## config.mk

```make
export PLATFORM = sky130hd
export DESIGN_NAME = ucode_merge_seq
export DESIGN_NICKNAME = d
export VERILOG_FILES = /design/src/rtl/ums_pkg.sv /design/src/rtl/ums_rom.sv /design/src/rtl/ums_ctrl.sv /design/src/rtl/ums_outreg.sv /design/src/rtl/ucode_merge_seq.sv
export SDC_FILE = /design/constraint.sdc
export NUM_CORES = 1
export LEC_CHECK = 0
export BUFFER_PORTS_ARGS = -buffer_cell sky130_fd_sc_hd__buf_4
export CAP_MARGIN = 20
export CORE_MARGIN = 5
export CORE_UTILIZATION = 47
export DETAILED_ROUTE_END_ITERATION = 12
export GPL_ROUTABILITY_DRIVEN = 0
export GPL_TIMING_DRIVEN = 0
export PLACE_DENSITY = 0.77
export RECOVER_POWER = 25
export SLEW_MARGIN = 20
export SYNTH_ARGS = -nofsm -noshare
export SYNTH_HDL_FRONTEND = slang
export SYNTH_SLANG_ARGS = --single-unit
```

## constraint.sdc

```tcl
create_clock -name clk -period 1.7 [get_ports clk]
set_input_delay 0.17 -clock clk [delete_from_list [all_inputs] [get_ports clk]]
set_output_delay 0.17 -clock clk [all_outputs]
set_load 0.01 [all_outputs]
```

## src/rtl/ums_pkg.sv

```systemverilog
package ums_pkg;
  parameter int UOP_W = 16;
  parameter int ROM_AW = 5;
  parameter int GROUP_AW = 2;
  parameter logic [UOP_W-1:0] ROM_BASE = 16'hA000;
  localparam int ROM_DEPTH = 1 << ROM_AW;

  typedef struct packed {
    logic             eos;
    logic [UOP_W-1:0] uop;
  } rom_word_t;

  function automatic rom_word_t rom_word(input logic [ROM_AW-1:0] a);
    rom_word_t w;
    w.uop = ROM_BASE | UOP_W'(a);
    w.eos = (&a[GROUP_AW-1:0]) || (a == ROM_AW'(ROM_DEPTH - 1));
    return w;
  endfunction
endpackage

```

## src/rtl/ums_rom.sv

```systemverilog
module ums_rom
  import ums_pkg::*;
(
  input  logic [ROM_AW-1:0] addr,
  output rom_word_t         word
);
  rom_word_t table_q [ROM_DEPTH];

  for (genvar i = 0; i < ROM_DEPTH; i++) begin : g_word
    assign table_q[i] = rom_word(ROM_AW'(i));
  end

  assign word = table_q[addr];
endmodule

```

## src/rtl/ums_ctrl.sv

```systemverilog
module ums_ctrl
  import ums_pkg::*;
(
  input  logic              clk,
  input  logic              rst_n,
  input  logic              flush,
  input  logic              can_load,
  input  logic              tag_take,
  input  logic [ROM_AW-1:0] tag_entry,
  input  logic              rom_eos,
  output logic              mode_rom,
  output logic [ROM_AW-1:0] pc,
  output logic              rom_fire,
  output logic              seq_done
);
  assign rom_fire = mode_rom && can_load && !flush;
  assign seq_done = rom_fire && rom_eos;

  always_ff @(posedge clk or negedge rst_n) begin
    if (!rst_n) begin
      mode_rom <= 1'b0;
      pc       <= '0;
    end else if (flush) begin
      mode_rom <= 1'b0;
    end else if (tag_take) begin
      mode_rom <= 1'b1;
      pc       <= tag_entry;
    end else if (rom_fire) begin
      if (rom_eos) mode_rom <= 1'b0;
      else         pc       <= pc + 1'b1;
    end
  end
endmodule

```

## src/rtl/ums_outreg.sv

```systemverilog
module ums_outreg
  import ums_pkg::*;
(
  input  logic             clk,
  input  logic             rst_n,
  input  logic             flush,
  input  logic             load,
  input  logic             load_valid,
  input  logic [UOP_W-1:0] load_uop,
  output logic             out_valid,
  output logic [UOP_W-1:0] out_uop
);
  always_ff @(posedge clk or negedge rst_n) begin
    if (!rst_n) begin
      out_valid <= 1'b0;
      out_uop   <= '0;
    end else if (flush) begin
      out_valid <= 1'b0;
    end else if (load) begin
      out_valid <= load_valid;
      if (load_valid) out_uop <= load_uop;
    end
  end
endmodule

```

## src/rtl/ucode_merge_seq.sv

```systemverilog
module ucode_merge_seq
  import ums_pkg::*;
(
  input  logic             clk,
  input  logic             rst_n,
  input  logic             flush,
  input  logic             in_valid,
  output logic             in_ready,
  input  logic             in_tag,
  input  logic [UOP_W-1:0] in_uop,
  output logic             out_valid,
  input  logic             out_ready,
  output logic [UOP_W-1:0] out_uop
);
  logic              can_load;
  logic              in_fire;
  logic              tag_take;
  logic              uop_take;
  logic              mode_rom;
  logic              rom_fire;
  logic              seq_done;
  logic [ROM_AW-1:0] pc;
  rom_word_t         rom_q;
  logic              load_valid;
  logic [UOP_W-1:0]  load_uop;

  assign can_load = !out_valid || out_ready;
  assign in_ready = !flush && !mode_rom && can_load;
  assign in_fire  = in_valid && in_ready;
  assign tag_take = in_fire && in_tag;
  assign uop_take = in_fire && !in_tag;

  assign load_valid = rom_fire || uop_take;
  assign load_uop   = mode_rom ? rom_q.uop : in_uop;

  ums_rom rom_i (
    .addr (pc),
    .word (rom_q)
  );

  ums_ctrl ctrl_i (
    .clk       (clk),
    .rst_n     (rst_n),
    .flush     (flush),
    .can_load  (can_load),
    .tag_take  (tag_take),
    .tag_entry (in_uop[ROM_AW-1:0]),
    .rom_eos   (rom_q.eos),
    .mode_rom  (mode_rom),
    .pc        (pc),
    .rom_fire  (rom_fire),
    .seq_done  (seq_done)
  );

  ums_outreg out_i (
    .clk        (clk),
    .rst_n      (rst_n),
    .flush      (flush),
    .load       (can_load),
    .load_valid (load_valid),
    .load_uop   (load_uop),
    .out_valid  (out_valid),
    .out_uop    (out_uop)
  );
endmodule

```

==> flow_summary_export.csv <==
group,metric,value,unit
clock_network,cts.clk_slew.worst_paths,120,ps
layout,drive_gt1_frac,0.360,
setup_path,rr_worst_depth,5,
timing,setup_viol,0,
setup_path,crit_path_end_kind,"primary output",
clock_network,clock_sink_count,23,
layout,diodes,0,
setup_path,critPathSlowestCell,"dfrtp_1",
timing,maxSlewViolCount,0,
setup_path,r2r-end,"ctrl_i.pc[1]",
grt,grt_pass1_wl,3950,um
clock_network,root_buffer,"clkbuf_4",
floorplan,dieArea,3360,sq um
timing,hold_viol_final,0,
timing,worst_clock_skew,0.488,ps
route,drt_iter0_drc,13,
route,met2_length,1160,um
logic_synthesis,syn_area_per_cell,10.3,sq um
floorplan,initial_core_util,0.489,
route,ant_nets,0,
layout,final_nets,174,
timing,rsz0062_at_grt,"false",
route,drt-pass1-iter-count,3,
timing,tightest_slew,1200,ps
timing,fmax,631,MHz
logic_synthesis,ys_warn_count,0,
place,io_buffers,39,
route,num_vias,884,
logic_synthesis,seq_area_frac_synth,0.532,
grt,first_global_vias,871,
place,dp_hpwl,1810,um
place,dp_slack,221,ps
min_path,worstHoldStart,"in_uop[2]",
layout,final_cell_mix,"buf_4, dfrtp_1, nand2_1",
run,max_cap_violations,0,
min_path,min_to,"ctrl_i.pc[2]",
route,wl_met3,194,um
clock_network,cts_tree,"yes",
setup_path,critical_path.top_delay_family,"buffers and inverters",
layout,layout_commonest_cell,"buf_4",
floorplan,die_x,58.0,um
route,post_drt_wl_per_cell,13.1,um
clock_network,clk_latency,300,ps
logic_synthesis,async_flop_share,1.00,
pwr,p_leak,0.696,nW
route,topRoutingLayerUsed,"met4",
clock_network,h-tree-depth,1,
setup_path,critPathKind,"flip-flop to primary output",
logic_synthesis,synth_edf_count,0,
route,vias_per_cell,4.97,
pwr,ir_worst_vdd,0.759,mV
setup_path,crit_chain,"buf_2 -> buf_4 -> nor3_1 -> buf_4",
logic_synthesis,synth_area,1080,sq um
status,outcome,"completed",
setup_path,max_stage_delay,390,ps
clock_network,cts_made_buffers,3,
setup_path,crit_top_cell,"buf_4",
grt,grtUsageTotal,0.151,
setup_path,cp.buffers_inverters,3,
setup_path,required,1530,ps
logic_synthesis,synth_fp_nets,128,
grt,grt_max_degree,24,
layout,final_util,0.655,
timing,slew_headroom,0.198,
setup_path,r2r_slack,210,ps
clock_network,cts_resized,0,
setup_path,crit-reg2reg-launch,"ctrl_i.pc[0]",
setup_path,start_kind,"flip-flop",
timing,finalSetupTns,0,ps
route,wl_met1,960,um
logic_synthesis,synth_cell_types,22,
timing,fin_crit,1590,ps
route,drt_wl_total,2330,um
clock_network,clockBufferDepth,2,
setup_path,cp_max_fo,10,
logic_synthesis,ys_ff_latch,23,
floorplan,die_h,58.0,um
min_path,hold_depth,2,
floorplan,rows,17,
logic_synthesis,syn_inst,105,
floorplan,core_area,2210,sq um
logic_synthesis,yosys_most_used_dff,"dfrtp_1",
layout,synthToLayoutAreaGrowth,34.0,%
timing,setup_ws,114,ps
min_path,hp-class,"input port to flip-flop",
grt,grt_antenna_before_repair,0,
grt,grt_overflow_total,0,
timing,final_min_period_over_clock_period,0.933,
setup_path,arrival,1420,ps
floorplan,ios,40,
route,drc_errors,0,
pwr,power.density,1180,nW/um^2
## final cells by class
cell class,count,area (sq um)
buffer,5,27.5
clock buffer,4,26.3
fill,202,763
inverter,1,3.75
multi-input combinational,76,474
sequential,23,576
tap,28,35.0
timing repair buffer,41,307
## metrics by stage
| step | cell area (sq um) | std cells | total power [mW] | hold slack [ps] |
|---|---|---|---|---|
| 6_report | 1450 | 178 | 1.71 | 80.5 |
| 5_1_grt | 1450 | 178 | 1.85 | 58.0 |
| 4_1_cts | 1450 | 177 | 1.72 | 71.2 |
| 3_5_place_dp | 1410 | 172 | 1.48 | 78.8 |
| 3_3_place_gp | 1410 | 172 | 1.45 | 75.6 |
| 2_1_floorplan | 1080 | 105 | 1.16 | -126 |
## synth_stat cells, types with 2 or more instances
cell type / n / share of area
nand2_1: 18 / 0.062
mux2_1: 2 / 0.021
o21ai_1: 16 / 0.074
a21oi_1: 3 / 0.014
buf_2: 4 / 0.019
xnor2_1: 2 / 0.016
nor3_1: 2 / 0.0093
nand3_1: 2 / 0.0093
nand2b_1: 11 / 0.064
nor2_1: 6 / 0.021
mux2i_1: 6 / 0.056
dfrtp_1: 23 / 0.53
## where the power goes
group | total (mW) | switching (mW) | internal, mW | leakage, nW
registers | 0.818 | 0.106 | 0.712 | 0.283
clock network | 0.247 | 0.155 | 0.0915 | 0.0150
logic | 0.641 | 0.303 | 0.338 | 0.397
total | 1.71 | 0.563 | 1.14 | 0.696
## worst max-delay path by stage
stage	startpoint	end	depth (start not counted)
detailed placement	ctrl_i.pc[0]	ctrl_i.pc[1]	5
finish	ctrl_i.mode_rom	in_ready	4
floorplan	ctrl_i.pc[0]	ctrl_i.pc[1]	5
global placement	ctrl_i.pc[0]	ctrl_i.pc[1]	5
CTS	ctrl_i.mode_rom	in_ready	4
global route	ctrl_i.mode_rom	in_ready	4
## sequential cells by signal, indices dropped and copies added, names as in the netlist
signal,count
out_i.out_uop,16
ctrl_i.mode_rom,1
ctrl_i.pc,5
out_i.out_valid,1
## kinds of logic (layout without fill, tap and decap cells)
| group | count (synthesis) | count (layout) | share of synthesized area |
|---|---|---|---|
| compound gates | 20 | 20 | 0.0995 |
| mux | 8 | 8 | 0.0764 |
| xor+xnor | 2 | 2 | 0.0162 |
| flops | 23 | 23 | 0.532 |
| simple gates | 45 | 45 | 0.235 |
| fa+ha+maj | 1 | 1 | 0.0116 |
| buf+inv | 6 | 51 | 0.0289 |
## repair_timing
item / CTS / global route
setup buffers: 0 / 1
hold buffers: 1 / 0
endpoints found under the setup margin: 0 / 1
endpoints found under the hold margin: 23 / 0
## layer usage
metal | vias up | GRT usage
met4 | 0 | 0.0497
met2 | 29 | 0.269
met3 | 2 | 0.0290
met1 | 409 | 0.181
met5 | - | 0
li1 | 444 | -
Power figures use the tool's default switching activity.
